--- src/rtl/fcc_pkg.sv ---
package fcc_pkg;
    localparam logic [3:0] OFS_PIPE  = 4'h0;
    localparam logic [3:0] OFS_CAPT  = 4'h1;
    localparam logic [3:0] OFS_DEST  = 4'h2;
    localparam logic [3:0] OFS_LIMIT = 4'h3;
    localparam logic [3:0] OFS_COUNT = 4'h4;
    localparam logic [3:0] OFS_STAT  = 4'h5;
    localparam logic [3:0] OFS_IEN   = 4'h6;
    localparam logic [3:0] OFS_FLAG  = 4'h7;
    localparam logic [3:0] OFS_FCLR  = 4'h8;

    localparam int BIT_FEND  = 9;
    localparam int BIT_VSYNC = 10;
    localparam int BIT_OVR   = 15;
    localparam int BIT_EN    = 31;

    typedef struct packed {
        logic fend;
        logic vsync;
        logic ovr;
    } evt_t;
endpackage

--- src/rtl/fcc_regs.sv ---
module fcc_regs
    import fcc_pkg::*;
#(
    parameter int LIMIT_W    = 24,
    parameter int ALIGN_BITS = 4,
    localparam int CNT_W     = LIMIT_W + 2
) (
    input  logic               clk,
    input  logic               rst_n,
    input  logic               wr_en,
    input  logic [3:0]         addr,
    input  logic [31:0]        wdata,
    output logic [31:0]        rdata,
    input  evt_t               evt,
    input  logic               active,
    input  logic [CNT_W-1:0]   byte_cnt,
    output logic               pipe_en,
    output logic               cap_req,
    output logic [31:0]        dest,
    output logic               lim_en,
    output logic [LIMIT_W-1:0] lim,
    output logic               irq
);
    typedef struct packed {
        logic               pipe_en;
        logic               cap_req;
        logic [31:0]        dest;
        logic               lim_en;
        logic [LIMIT_W-1:0] lim;
        evt_t               ien;
        evt_t               flg;
    } regs_t;

    regs_t r_d, r_q;

    always_comb begin
        r_d = r_q;
        if (wr_en) begin
            case (addr)
                OFS_PIPE:  r_d.pipe_en = wdata[BIT_EN];
                OFS_CAPT:  r_d.cap_req = wdata[0];
                OFS_DEST:  r_d.dest    = {wdata[31:ALIGN_BITS], {ALIGN_BITS{1'b0}}};
                OFS_LIMIT: begin
                    r_d.lim_en = wdata[BIT_EN];
                    r_d.lim    = wdata[LIMIT_W-1:0];
                end
                OFS_IEN: begin
                    r_d.ien.fend  = wdata[BIT_FEND];
                    r_d.ien.vsync = wdata[BIT_VSYNC];
                    r_d.ien.ovr   = wdata[BIT_OVR];
                end
                OFS_FCLR: begin
                    if (wdata[BIT_FEND])  r_d.flg.fend  = 1'b0;
                    if (wdata[BIT_VSYNC]) r_d.flg.vsync = 1'b0;
                    if (wdata[BIT_OVR])   r_d.flg.ovr   = 1'b0;
                end
                default: ;
            endcase
        end
        r_d.flg = r_d.flg | evt;
    end

    always_ff @(posedge clk) begin
        if (!rst_n) r_q <= '0;
        else        r_q <= r_d;
    end

    always_comb begin
        rdata = '0;
        case (addr)
            OFS_PIPE:  rdata[BIT_EN] = r_q.pipe_en;
            OFS_CAPT:  rdata[0] = r_q.cap_req;
            OFS_DEST:  rdata = r_q.dest;
            OFS_LIMIT: begin
                rdata[BIT_EN] = r_q.lim_en;
                rdata[LIMIT_W-1:0] = r_q.lim;
            end
            OFS_COUNT: rdata = 32'(byte_cnt);
            OFS_STAT:  rdata[0] = active;
            OFS_IEN: begin
                rdata[BIT_FEND]  = r_q.ien.fend;
                rdata[BIT_VSYNC] = r_q.ien.vsync;
                rdata[BIT_OVR]   = r_q.ien.ovr;
            end
            OFS_FLAG: begin
                rdata[BIT_FEND]  = r_q.flg.fend;
                rdata[BIT_VSYNC] = r_q.flg.vsync;
                rdata[BIT_OVR]   = r_q.flg.ovr;
            end
            default: ;
        endcase
    end

    assign pipe_en = r_q.pipe_en;
    assign cap_req = r_q.cap_req;
    assign dest    = r_q.dest;
    assign lim_en  = r_q.lim_en;
    assign lim     = r_q.lim;
    assign irq     = |(r_q.flg & r_q.ien);
endmodule

--- src/rtl/fcc_framer.sv ---
module fcc_framer (
    input  logic        clk,
    input  logic        rst_n,
    input  logic        vsync,
    input  logic        frame_end,
    input  logic        pipe_en,
    input  logic        cap_req,
    input  logic [31:0] dest,
    output logic        active,
    output logic [31:0] base,
    output logic        evt_vsync,
    output logic        evt_fend
);
    typedef struct packed {
        logic        active;
        logic [31:0] base;
    } frm_t;

    frm_t f_d, f_q;

    always_comb begin
        f_d       = f_q;
        evt_vsync = pipe_en && vsync;
        evt_fend  = pipe_en && frame_end && !vsync && f_q.active;
        if (!pipe_en) begin
            f_d.active = 1'b0;
        end else if (vsync) begin
            f_d.active = cap_req;
            f_d.base   = dest;
        end else if (frame_end) begin
            f_d.active = 1'b0;
        end
    end

    always_ff @(posedge clk) begin
        if (!rst_n) f_q <= '0;
        else        f_q <= f_d;
    end

    assign active = f_q.active;
    assign base   = f_q.base;
endmodule

--- src/rtl/fcc_packer.sv ---
module fcc_packer #(
    parameter int LIMIT_W = 24,
    localparam int CNT_W  = LIMIT_W + 2
) (
    input  logic               clk,
    input  logic               rst_n,
    input  logic               restart,
    input  logic               active,
    input  logic               byte_vld,
    input  logic [7:0]         byte_dat,
    input  logic               frame_end,
    input  logic [31:0]        base,
    input  logic               lim_en,
    input  logic [LIMIT_W-1:0] lim,
    output logic               wr_vld,
    output logic [31:0]        wr_addr,
    output logic [31:0]        wr_data,
    output logic [3:0]         wr_strb,
    output logic [CNT_W-1:0]   byte_cnt,
    output logic               ovr_evt
);
    typedef struct packed {
        logic [CNT_W-1:0] cnt;
        logic [31:0]      word;
        logic             wr_vld;
        logic [31:0]      wr_addr;
        logic [31:0]      wr_data;
        logic [3:0]       wr_strb;
    } pk_t;

    pk_t p_d, p_q;
    logic [1:0]  lane;
    logic [1:0]  rem;
    logic        full;
    logic        take;
    logic [31:0] word_n;

    always_comb begin
        p_d        = p_q;
        p_d.wr_vld = 1'b0;
        lane       = p_q.cnt[1:0];
        full       = lim_en && (p_q.cnt >= {lim, 2'b00});
        take       = active && byte_vld && !restart && !full;
        ovr_evt    = active && byte_vld && !restart && full;
        word_n     = p_q.word;
        word_n[{lane, 3'b000} +: 8] = byte_dat;
        rem        = 2'd0;
        if (restart) begin
            p_d.cnt  = '0;
            p_d.word = '0;
        end else begin
            if (take) begin
                p_d.cnt  = p_q.cnt + 1'b1;
                p_d.word = word_n;
                if (lane == 2'd3) begin
                    p_d.wr_vld  = 1'b1;
                    p_d.wr_addr = base + 32'({p_q.cnt[CNT_W-1:2], 2'b00});
                    p_d.wr_data = word_n;
                    p_d.wr_strb = 4'hF;
                    p_d.word    = '0;
                end
            end
            rem = p_d.cnt[1:0];
            if (frame_end && active && rem != 2'd0) begin
                p_d.wr_vld  = 1'b1;
                p_d.wr_addr = base + 32'({p_d.cnt[CNT_W-1:2], 2'b00});
                p_d.wr_data = p_d.word;
                case (rem)
                    2'd1:    p_d.wr_strb = 4'h1;
                    2'd2:    p_d.wr_strb = 4'h3;
                    default: p_d.wr_strb = 4'h7;
                endcase
                p_d.word = '0;
            end
        end
    end

    always_ff @(posedge clk) begin
        if (!rst_n) p_q <= '0;
        else        p_q <= p_d;
    end

    assign wr_vld   = p_q.wr_vld;
    assign wr_addr  = p_q.wr_addr;
    assign wr_data  = p_q.wr_data;
    assign wr_strb  = p_q.wr_strb;
    assign byte_cnt = p_q.cnt;
endmodule

--- src/rtl/frame_capture_ctrl.sv ---
module frame_capture_ctrl
    import fcc_pkg::*;
#(
    parameter int LIMIT_W    = 24,
    parameter int ALIGN_BITS = 4
) (
    input  logic        clk,
    input  logic        rst_n,
    input  logic        reg_wr_en,
    input  logic [3:0]  reg_addr,
    input  logic [31:0] reg_wdata,
    output logic [31:0] reg_rdata,
    input  logic        pix_vsync,
    input  logic        pix_frame_end,
    input  logic        pix_valid,
    input  logic [7:0]  pix_data,
    output logic        mem_wr_valid,
    output logic [31:0] mem_wr_addr,
    output logic [31:0] mem_wr_data,
    output logic [3:0]  mem_wr_strb,
    output logic        irq
);
    localparam int CNT_W = LIMIT_W + 2;

    logic               pipe_en, cap_req, lim_en, active;
    logic [31:0]        dest, base;
    logic [LIMIT_W-1:0] lim_words;
    logic [CNT_W-1:0]   byte_cnt;
    logic               evt_vsync, evt_fend, evt_ovr;
    evt_t               evt;

    assign evt = '{fend: evt_fend, vsync: evt_vsync, ovr: evt_ovr};

    fcc_regs #(.LIMIT_W(LIMIT_W), .ALIGN_BITS(ALIGN_BITS)) u_regs (
        .clk(clk), .rst_n(rst_n), .wr_en(reg_wr_en), .addr(reg_addr),
        .wdata(reg_wdata), .rdata(reg_rdata), .evt(evt), .active(active),
        .byte_cnt(byte_cnt), .pipe_en(pipe_en), .cap_req(cap_req),
        .dest(dest), .lim_en(lim_en), .lim(lim_words), .irq(irq)
    );

    fcc_framer u_framer (
        .clk(clk), .rst_n(rst_n), .vsync(pix_vsync), .frame_end(pix_frame_end),
        .pipe_en(pipe_en), .cap_req(cap_req), .dest(dest), .active(active),
        .base(base), .evt_vsync(evt_vsync), .evt_fend(evt_fend)
    );

    fcc_packer #(.LIMIT_W(LIMIT_W)) u_packer (
        .clk(clk), .rst_n(rst_n), .restart(evt_vsync), .active(active),
        .byte_vld(pix_valid), .byte_dat(pix_data), .frame_end(pix_frame_end),
        .base(base), .lim_en(lim_en), .lim(lim_words),
        .wr_vld(mem_wr_valid), .wr_addr(mem_wr_addr), .wr_data(mem_wr_data),
        .wr_strb(mem_wr_strb), .byte_cnt(byte_cnt), .ovr_evt(evt_ovr)
    );
endmodule

--- config.mk ---
export PLATFORM = sky130hd
export DESIGN_NAME = frame_capture_ctrl
export DESIGN_NICKNAME = d
export VERILOG_FILES = /design/src/rtl/fcc_pkg.sv /design/src/rtl/fcc_regs.sv /design/src/rtl/fcc_framer.sv /design/src/rtl/fcc_packer.sv /design/src/rtl/frame_capture_ctrl.sv
export SDC_FILE = /design/constraint.sdc
export NUM_CORES = 1
export LEC_CHECK = 0
export CELL_PAD_IN_SITES_DETAIL_PLACEMENT = 0
export CELL_PAD_IN_SITES_GLOBAL_PLACEMENT = 1
export CORE_UTILIZATION = 36
export CTS_BUF_LIST = sky130_fd_sc_hd__clkbuf_8
export DETAILED_ROUTE_END_ITERATION = 10
export DONT_BUFFER_PORTS = 1
export PLACE_DENSITY_LB_ADDON = 0.25
export SLEW_MARGIN = 20
export SYNTH_ARGS = -nofsm -noshare
export SYNTH_HDL_FRONTEND = slang
export SYNTH_SLANG_ARGS = --single-unit
export TNS_END_PERCENT = 10
--- constraint.sdc ---
create_clock -name clk -period 7.75 [get_ports clk]
set_input_delay 1.55 -clock clk [delete_from_list [all_inputs] [get_ports clk]]
set_output_delay 1.55 -clock clk [all_outputs]
set_load 0.01 [all_outputs]
==> summary.md, run 1 <==
| Metric | Value |
|---|---|
| Crit end category | `flop` |
| Most used cell, CP | `a21oi_1` |
| Routed Wire Length | `approximately 38,000 um` |
| Hold slack | `between 0.4 and 0.5 ns` |
| Max Fclk | `between 150 and 200 MHz` |
| Slew headroom | `between 20 and 30%` |
| Core ar. | `about 34,000 um2` |
| First-pass GRT wire length | `approximately 60,000 um` |
| Main synth FF type | `dfxtp_1` |
| Run status | `completed` |
| Pre-antenna DRT Iters | `8` |
| Die Height | `roughly 190 um` |
| Most common cell after layout, fill and taps aside | `nand2_1` |
| Reg2Reg Launch Point | `u_packer.byte_cnt[0]` |
| Final antenna-violating net count | `0` |
| Post-route DRC | `0` |
| Mux cell area share after synthesis | `roughly 1.3%` |
| Slew of the pin with the lowest slew margin | `between 1 and 1.5 ns` |
| Synth top area cells | `dfxtp_1, ha_1, nand2_1` |
| Final #Nets | `~1,600` |
| Layout cells sized above 1 | `between 6 and 7%` |
| Slowest CP cell | `dfxtp_1` |
| Post-synth top area share | `between 30% and 40%` |
| Clock sink count | `roughly 220` |
| Hold buffer count at CTS | `0` |
| Ys async rst share | `0%` |
| CTS Buf Count | `39` |
| Initial antenna violation count | `0` |
| Avg Cell Area, Syn | `7.92 um2` |
| Leading area contributor after synthesis | `dfxtp_1` |
| Crit path cell chain | `inv_1, ha_1, nand2_1, a31oi_1, o31ai_1, a21oi_1, o22ai_2, buf_4, nand3_1, xnor2_1, ha_1, inv_1, fa_1, nand2b_1, a21oi_1, o21ai_0, a31oi_1, a221oi_2, o21ai_1, nor4b_1, nor2_1, a21oi_1` |
| Synth cell types | `between 80 and 90` |
| Post-route clock period utilization | `73.5%` |
| IO Pins | `~150` |
| Root Buffer | `clkbuf_8` |
| Count of final max-slew check failures | `0` |
| Largest family of logic cells by synthesized area | `compound AO/OA/AOI/OAI gates` |
| Worst Path Buf+Inv | `3` |
| Min Tclk post-route | `5.70 ns` |
| Max-Cap Viols | `0` |
| Vias | `roughly 11,000` |
| H-tree levels | `2` |
| Diodes inserted | `0` |
| Global-route usage over all layers | `21.1%` |
| Hold Crit Endpoint | `u_packer.p_q[98]` |
| Area Overhead vs Synth | `5.06%` |
| Sequential area share after synthesis | `34.3%` |
| Vias per inst | `roughly 5.5` |
| Cells after Synth | `1,587` |
| CTS tree | `done` |
| Post-Synth XOR/XNOR Area | `under 10%` |
| PortBufs | `0` |
| Dpl hpwl | `27,700 um` |
| Wire per inst | `19.4 um` |
| Critical path type | `reg -> reg` |
| CP arrival | `just over 6 ns` |
| Crit path max fanout | `30` |
| Largest net degree at the start of global routing | `56` |
| HP Class | `reg -> reg` |
| Die W | `about 190 um` |
| VDD IR-drop max | `about 0.13 mV` |
| Worst endpoint required time | `roughly 8 ns` |
| Clock slew at reported path FFs | `around 0.060 ns` |
| Skew-Pair Late Insertion Delay | `roughly 0.56 ns` |
| Power density over cell area | `around 170 nW/um2` |
| Post-synthesis compound-gate area fraction | `a little under a quarter` |
| Initial Utilization | `36.5%` |
| Clk buf depth | `3` |
| Cell area after synthesis | `approximately 13,000 um2` |
| # rows | `68` |
| Final hold vios | `0` |
| Most frequent cells in the layout | `nand2_1, dfxtp_1, a21oi_1, nor2_1, ha_1` |
| Startpoint class of the critical path | `flop` |
| Number of synthesized flops with an enable pin | `0` |
| Clk_skew | `0.0136 ns` |
| Static Leak | `around 5.3 nW` |
| Simple-Gate Fraction of Synth Area | `between 20 and 25%` |
| Reg2Reg Depth | `22` |
| RSZ-0062 raised after global routing | `no` |
| R2R setup slack | `approximately 2 ns` |
| Post-Synth Adder-Cell Area | `just over 8%` |
| Synth warn | `0` |
| Setup violators final | `0` |
| Worst reg2reg path endpoint | `u_packer.wr_addr[30]` |
| Gp weighted congestion | `0.826` |
| Die area | `roughly 36,000 um2` |
| Critical hold path startpoint | `u_packer.p_q[98]` |
| Synthesized flop and latch total | `roughly 220` |
| Vias in the first global route | `between 10,000 and 15,000` |
| CP delay by family, top | `compound AO/OA/AOI/OAI gates` |
| Overflow after GRT | `0` |
| Final core utilization | `38.3%` |
| Initial drt markers | `approximately 710` |
| # Post-CTS Setup Buffers | `0` |
| Setup TNS | `0 ns` |
| Hold-critical path depth | `2` |
| Post-CTS sizing | `0` |
| Biggest cell delay along the critical path | `about 0.63 ns` |
layout make-up:
cell class	count	area [um2]
clock buffer	51	702
clock inverter	17	66.3
fill	3698	21300
inverter	61	231
multi-input combinational	1159	7210
sequential	215	4300
tap	455	569
timing repair buffer	16	120
synth_stat cells (all sizes together), types with 20 or more instances:
library cell,n
nor2,150
clkbuf,66
a22o,29
inv,60
o21ai,69
a21o,20
a222oi,26
nand2,251
dfxtp,215
ha,77
nand3,33
xnor2,38
nor2b,45
buf,87
a221oi,27
xor2,22
a21oi,175
registers in the layout, indices dropped and copies added, names as in the netlist, 4 cells and up:
signal and flops:
u_packer.p_q 32, u_regs.r_q 6, u_packer.wr_addr 30, u_regs.lim 24, u_framer.base 28, u_packer.wr_data 32
u_packer.byte_cnt 26, u_regs.dest 28, u_packer.wr_strb 4
worst max path at each step:
stage          slack [ns]                 start  cells after the start                   end
2_1_floorplan        2.66             pix_vsync                     19  u_packer.wr_addr[23]
3_3_place_gp         1.93             pix_vsync                     19  u_packer.wr_addr[30]
3_5_place_dp         1.80             pix_vsync                     19  u_packer.wr_addr[30]
4_1_cts              2.07  u_packer.byte_cnt[0]                     22  u_packer.wr_addr[30]
5_1_grt              1.57  u_packer.byte_cnt[0]                     22  u_packer.wr_addr[28]
6_report             2.05  u_packer.byte_cnt[0]                     22  u_packer.wr_addr[30]
per-layer routing:
metal / share of wire (%) / GRT usage [%] / vias to the layer above
li1: - / - / 5356
met1: 47 / 28.5 / 5078
met2: 45 / 33.7 / 288
met3: 6.2 / 4.75 / 47
met4: 1.8 / 5.65 / 0
met5: 0 / 0 / -
report_power, final:
group / internal, W / leakage, nW / switching, W
clock network: 0.000584 / 0.454 / 0.000484
registers: 0.00111 / 1.73 / 0.00000346
logic: 0.0000114 / 3.09 / 0.0000352
total: 0.00171 / 5.27 / 0.000522
kinds of logic after synthesis:
group	after synthesis
buffers and inverters	214
AO/OA/AOI/OAI	434
AND/OR/NAND/NOR	567
other	1
XOR/XNOR	60
flip-flops	215
adder cells (fa/ha/maj)	80
multiplexers	16
tightest hold or removal path, delay by kind of cell (launching register included):
family | cells | cell delay, ns
AOI/OAI and AO/OA | 1 | 0.05
DFF | 1 | 0.31
and+or+nand+nor | 1 | 0.05
stage by stage:
step | setup WS [ns] | instance area, um2 | power (W) | std cells
after floorplan | 2.66 | 12600 | 0.00118 | 1588
after global placement | 1.93 | 12400 | 0.00118 | 1906
after detailed placement | 1.80 | 12400 | 0.00118 | 1906
after CTS | 2.07 | 13200 | 0.00226 | 1974
after global routing | 1.57 | 13200 | 0.00231 | 1974
final | 2.05 | 13200 | 0.00223 | 1974
No activity file was read; power rests on OpenSTA's default activity.
==> run 2: changes to the inputs <==
==> constraint.sdc (replaced) <==
create_clock -name clk -period 5.9 [get_ports clk]
set_input_delay 1.18 -clock clk [delete_from_list [all_inputs] [get_ports clk]]
set_output_delay 1.18 -clock clk [all_outputs]
set_load 0.01 [all_outputs]
==> summary.md, run 2 (synthesis gave the netlist of run 1 again) <==
| Metric | Value |
|---|---|
| Run status | `completed` |
| Initial antenna violation count | `0 (unchanged)` |
| Reg2Reg Depth | `20 (-9.1%)` |
| Clock sink count | `215 (unchanged)` |
| RSZ-0062 raised after global routing | `no` |
| Most frequent cells in the layout | `nand2_1, dfxtp_1, a21oi_1, nor2_1, ha_1` |
| CTS tree | `done` |
| Overflow after GRT | `0 (unchanged)` |
| Min Tclk post-route | `5.24 ns (-0.462 ns)` |
| Root Buffer | `clkbuf_8` |
| Vias in the first global route | `10,300 (-1.3%)` |
| VDD IR-drop max | `0.186 mV (+47%)` |
| Worst Path Buf+Inv | `1 (-2)` |
| Initial Utilization | `36.5% (unchanged)` |
| Gp weighted congestion | `0.836 (+1.2%)` |
| HP Class | `reg -> reg` |
| Layout cells sized above 1 | `7.20% (+0.75 points)` |
| Vias | `10,800 (+0.028%)` |
| Pre-antenna DRT Iters | `7 (-1)` |
| Worst endpoint required time | `6.40 ns (-1.83 ns)` |
| IO Pins | `152 (unchanged)` |
| Levels on crit path | `20 (-9.1%)` |
| Wire per inst | `19.5 um (+0.53%)` |
| # Post-CTS Setup Buffers | `0 (unchanged)` |
| Die area | `35,700 um2 (unchanged)` |
| Count of final max-slew check failures | `0 (unchanged)` |
| Crit path from | `u_packer.byte_cnt[23]` |
| Post-route clock period utilization | `88.8% (+15 points)` |
| Worst reg2reg path endpoint | `u_packer.wr_addr[31]` |
| Final hold vios | `0 (unchanged)` |
| Static Leak | `5.32 nW (+0.80%)` |
| Filler cell count | `3,656 (-1.1%)` |
| CTS Buf Count | `42 (+7.7%)` |
| Largest net degree at the start of global routing | `89 (+59%)` |
| Global-route usage over all layers | `21.4% (+0.25 points)` |
| Reg2Reg Launch Point | `u_packer.byte_cnt[23]` |
| PortBufs | `0 (unchanged)` |
| Dpl hpwl | `28,300 um (+1.9%)` |
| CP delay by family, top | `compound AO/OA/AOI/OAI gates` |
| Max Fclk | `191 MHz (+8.8%)` |
| Initial drt markers | `751 (+6.2%)` |
| Routed Wire Length | `38,600 um (+0.93%)` |
| Post-CTS sizing | `0 (unchanged)` |
| Crit path cell chain | `ha_1, nand4_1, nor4_2, o311ai_1, a21oi_1, o22ai_2, and3_1, nand2_1, xor2_1, inv_1, ha_1, a211o_1, o211ai_2, o21ai_1, o31a_1, o311ai_2, a211oi_1, a311oi_1, a22o_1, a22o_1` |
| Area Overhead vs Synth | `5.93%` |
| Power density over cell area | `227 nW/um2 (+34%)` |
| Post-route DRC | `0 (unchanged)` |
| First-pass GRT wire length | `60,400 um (+1.3%)` |
| Max-Cap Viols | `0 (unchanged)` |
| Clk_skew | `0.0332 ns (+0.0196 ns)` |
| Crit end category | `flop` |
| Final antenna-violating net count | `0 (unchanged)` |
| Hold-critical path depth | `2 (unchanged)` |
| Critical path type | `reg -> reg` |
| Slew headroom | `31.3% (+3.9 points)` |
| Hold buffer count at CTS | `0 (unchanged)` |
| Crit path max fanout | `6 (-80%)` |
| Final #Nets | `1,631 (+0.62%)` |
| Worst Setup EP | `u_packer.wr_addr[31]` |
| Die Height | `189 um (unchanged)` |
| Final Power | `0.00302 W (+35%)` |
| Vias per inst | `5.43 (-0.38%)` |
| CP arrival | `5.73 ns (-0.45 ns)` |
| H-tree levels | `2 (unchanged)` |
| Setup TNS | `0 ns (unchanged)` |
| Clock slew at reported path FFs | `0.06 ns (about the same)` |
| Clk buf depth | `3 (unchanged)` |
| Setup violators final | `0 (unchanged)` |
| Skew-Pair Late Insertion Delay | `0.58 ns (+0.02 ns)` |
| R2R setup slack | `0.66 ns (-1.39 ns)` |
| Most common cell after layout, fill and taps aside | `nand2_1` |
| Diodes inserted | `0 (unchanged)` |
| Slowest CP cell | `nor4_2` |
| Startpoint class of the critical path | `flop` |
| Die W | `189 um (unchanged)` |
| Slew of the pin with the lowest slew margin | `1.03 ns (-0.0581 ns)` |
| Core ar. | `34,500 um2 (unchanged)` |
| Biggest cell delay along the critical path | `0.49 ns (-0.14 ns)` |
| # rows | `68 (unchanged)` |
-- run 2: changes by cell type in the layout (fill, tap and decap cells not counted) --
cell,before,now
clkbuf_8,51,53
inv_1,75,71
buf_4,16,23
bufinv_16,0,1
clkinvlp_4,0,2
-- run 2: stage by stage --
step	util, %	setup slack (ns)	cells	hold WS, ns	area [um2]
final	38.6	0.663	1982	0.461	13300
after global routing	38.6	0.306	1982	0.483	13300
after CTS	38.6	0.695	1982	0.460	13300
after detailed placement	36.2	0.707	1913	0.453	12500
after global placement	36.2	0.829	1913	0.446	12500
after floorplan	-	1.18	1588	0.432	12600
-- run 2: worst min-delay path by stage --
stage	startpoint	endpoint	slack, ns
2_1_floorplan	u_packer.wr_addr[2]	u_packer.wr_addr[2]	0.43
3_3_place_gp	u_packer.p_q[98]	u_packer.p_q[98]	0.45
3_5_place_dp	u_packer.p_q[98]	u_packer.p_q[98]	0.45
4_1_cts	u_packer.p_q[98]	u_packer.p_q[98]	0.46
5_1_grt	u_packer.p_q[98]	u_packer.p_q[98]	0.48
6_report	u_packer.p_q[98]	u_packer.p_q[98]	0.46
-- run 2: final cells by class --
class | count | area (um2) | area share, %
Sequential cell | 215 | 4300 | 32.3
Tap cell | 455 | 569 | 4.28
Clock buffer | 53 | 729 | 5.48
Inverter | 61 | 231 | 1.74
Clock inverter | 16 | 96.3 | 0.724
Multi-Input combinational cell | 1159 | 7210 | 54.1
Timing Repair Buffer | 23 | 173 | 1.30
-- run 2: worst min-delay path, cell delays in order, from the launching register on --
cell	delay, ns
dfxtp_1	0.31
nand2_1	0.05
a21oi_1	0.05
-- run 2: metal layers --
metal / up-vias / global-route usage [%] / share of wire, %
li1: 5370 / - / -
met2: 271 / 33.3 / 44
met1: 5076 / 29.8 / 49
met5: - / 0 / 0
met3: 55 / 4.56 / 5.5
met4: 0 / 5.37 / 1.7
-- run 2: report_power, final --
group / total [W] / switching, W / internal, W
logic: 0.0000596 / 0.0000451 / 0.0000145
registers: 0.00146 / 0.00000454 / 0.00146
clock network: 0.00150 / 0.000653 / 0.000842
==> run 3: changes to the inputs <==
--- a/config.mk
+++ b/config.mk
@@ -7,7 +7,7 @@
 export LEC_CHECK = 0
 export CELL_PAD_IN_SITES_DETAIL_PLACEMENT = 0
 export CELL_PAD_IN_SITES_GLOBAL_PLACEMENT = 1
-export CORE_UTILIZATION = 36
+export CORE_UTILIZATION = 49
 export CTS_BUF_LIST = sky130_fd_sc_hd__clkbuf_8
 export DETAILED_ROUTE_END_ITERATION = 10
 export DONT_BUFFER_PORTS = 1
==> constraint.sdc (replaced) <==
create_clock -name clk -period 5.4 [get_ports clk]
set_input_delay 1.08 -clock clk [delete_from_list [all_inputs] [get_ports clk]]
set_output_delay 1.08 -clock clk [all_outputs]
set_load 0.01 [all_outputs]
==> summary.md, run 3 (synthesis gave the netlist of run 1 again) <==
| Metric | Value |
|---|---|
| Run status | `completed` |
| Post-route clock period utilization | `92.9% (+4.2 points)` |
| Setup TNS | `0 ns (unchanged)` |
| Worst endpoint required time | `5.84 ns (-0.56 ns)` |
| Wire per inst | `19.3 um (-0.84%)` |
| Pre-antenna DRT Iters | `7 (unchanged)` |
| H-tree levels | `2 (unchanged)` |
| Worst reg2reg path endpoint | `u_packer.wr_addr[31]` |
| Max-Cap Viols | `0 (unchanged)` |
| Reg2Reg Launch Point | `u_regs.lim[23]` |
| Final hold vios | `0 (unchanged)` |
| Power density over cell area | `246 nW/um2 (+8.4%)` |
| HP Class | `reg -> reg` |
| # rows | `58 (-15%)` |
| CTS tree | `done` |
| Largest net degree at the start of global routing | `83 (-6.7%)` |
| Setup ws final | `0.382 ns (-0.281 ns)` |
| Critical hold path startpoint | `u_regs.lim[21]` |
| Die W | `162 um (-14%)` |
| Dpl hpwl | `26,000 um (-8.1%)` |
| Crit end category | `flop` |
| Global-route usage over all layers | `27.4% (+6.0 points)` |
| Most common cell after layout, fill and taps aside | `nand2_1` |
| CP arrival | `5.45 ns (-0.28 ns)` |
| Hold-critical path depth | `2 (unchanged)` |
| Hold Crit Endpoint | `u_regs.lim[21]` |
| Setup violators final | `0 (unchanged)` |
| # Post-CTS Setup Buffers | `0 (unchanged)` |
| Max Fclk | `199 MHz (+4.4%)` |
| Setup slack at placement | `0.238 ns (-0.469 ns)` |
| Final Non-Filler Cells | `1,873 (-5.5%)` |
| Clk buf depth | `3 (unchanged)` |
| Clk_skew | `0.0194 ns (-0.0138 ns)` |
| IO Pins | `152 (unchanged)` |
| Finished Cell Area | `13,300 um2 (-0.30%)` |
| Hold slack | `0.468 ns (+0.00706 ns)` |
| Routed Wire Length | `36,100 um (-6.3%)` |
| VDD IR-drop max | `0.172 mV (-7.6%)` |
| CTS Buf Count | `40 (-4.8%)` |
| Count of final max-slew check failures | `0 (unchanged)` |
| Cell Area, Placed | `12,400 um2 (-0.43%)` |
| Core ar. | `25,200 um2 (-27%)` |
| Initial drt markers | `1,038 (+38%)` |
| PortBufs | `0 (unchanged)` |
| Clock slew at reported path FFs | `0.06 ns (about the same)` |
| Post-route DRC | `0 (unchanged)` |
| Slew headroom | `28.0% (-3.4 points)` |
| Reg2Reg Depth | `21 (+5.0%)` |
| Vias | `10,900 (+1.6%)` |
| Die area | `26,300 um2 (-26%)` |
| Initial antenna violation count | `0 (unchanged)` |
| Skew-Pair Late Insertion Delay | `0.56 ns (-0.02 ns)` |
| Most frequent cells in the layout | `nand2_1, dfxtp_1, a21oi_1, nor2_1, ha_1` |
| R2R setup slack | `0.38 ns (-0.28 ns)` |
| Placed Cells | `1,800 (-5.9%)` |
| Min Tclk post-route | `5.02 ns (-0.219 ns)` |
| Crit path max fanout | `6 (unchanged)` |
| Critical path type | `reg -> reg` |
| Initial Utilization | `49.9% (+13 points)` |
| Overflow after GRT | `0 (unchanged)` |
| Root Buffer | `clkbuf_8` |
| Static Leak | `5.40 nW (+1.5%)` |
| Startpoint class of the critical path | `flop` |
| Final antenna-violating net count | `0 (unchanged)` |
| RSZ-0062 raised after global routing | `no` |
| Post-CTS sizing | `0 (unchanged)` |
| Die Height | `162 um (-14%)` |
| Slew of the pin with the lowest slew margin | `1.08 ns (+0.0504 ns)` |
| Area Overhead vs Synth | `5.62%` |
| Clock sink count | `215 (unchanged)` |
| Vias in the first global route | `10,400 (+0.83%)` |
| Gp weighted congestion | `0.881 (+5.3%)` |
| Vias per inst | `5.85 (+7.5%)` |
| Final #Nets | `1,641 (+0.61%)` |
| Hold buffer count at CTS | `0 (unchanged)` |
| Diodes inserted | `0 (unchanged)` |
| First-pass GRT wire length | `57,100 um (-5.4%)` |
| Layout cells sized above 1 | `8.10% (+0.90 points)` |
run 3: cell count changes in the layout (fill, tap and decap cells not counted), sizes merged:
| cell | before | now |
|---|---|---|
| buf | 23 | 35 |
| clkbuf | 53 | 50 |
| clkinvlp | 2 | 4 |
| inv | 72 | 75 |
| clkinv | 2 | 4 |
run 3: layout make-up:
type | instances | area, um2
repair buffers | 35 | 275
multi-input cells | 1159 | 7220
clock inverters | 23 | 133
well taps | 330 | 413
inverters | 61 | 231
clock buffers | 50 | 688
fillers | 2481 | 11900
flip-flops and latches | 215 | 4310
run 3: worst max-delay path by stage:
stage | startpoint | endpoint | slack, ns | depth (start not counted)
floorplan | pix_vsync | u_packer.wr_addr[23] | 0.78 | 19
global placement | u_packer.byte_cnt[0] | u_packer.wr_addr[30] | 0.40 | 21
detailed placement | u_packer.byte_cnt[0] | u_packer.wr_addr[30] | 0.24 | 21
CTS | u_packer.byte_cnt[0] | u_packer.wr_addr[30] | 0.18 | 21
global route | u_packer.byte_cnt[0] | u_packer.wr_addr[27] | 0.009 | 21
finish | u_regs.lim[23] | u_packer.wr_addr[31] | 0.38 | 21
run 3: worst max-delay path, stage by stage (launching register included):
cell,delay (ns)
dfxtp_1,0.34
inv_1,0.05
ha_1,0.32
nand4_1,0.22
nor4_4,0.39
o311ai_1,0.15
a21oi_1,0.24
o22ai_2,0.15
and3_1,0.28
nand2_1,0.14
xor2_2,0.24
inv_1,0.07
ha_1,0.29
a211o_1,0.27
o211ai_2,0.09
o21ai_1,0.11
o31a_1,0.38
o311ai_2,0.40
a211oi_1,0.16
a31o_1,0.22
a22o_1,0.17
a22o_1,0.19
run 3: layer usage:
metal / vias up / track usage, % / wire length (um)
met1: 5123 / 38.0 / 17000
li1: 5379 / - / -
met2: 379 / 42.2 / 15700
met3: 67 / 5.44 / 2500
met4: 0 / 8.96 / 946
met5: - / 0 / 0
run 3: where the power goes:
| part | total, W | leakage (nW) | internal [W] | switching, W |
|---|---|---|---|---|
| sequential | 0.00160 | 1.73 | 0.00159 | 0.00000526 |
| combinational | 0.0000651 | 3.20 | 0.0000165 | 0.0000486 |
| clock | 0.00160 | 0.464 | 0.000885 | 0.000713 |
run 3: per-stage QoR:
stage	util [%]	total power [W]
4_1_cts	52.6	0.00329
5_1_grt	52.7	0.00338
3_3_place_gp	49.4	0.00170
6_report	52.7	0.00326
3_5_place_dp	49.4	0.00170
2_1_floorplan	-	0.00169
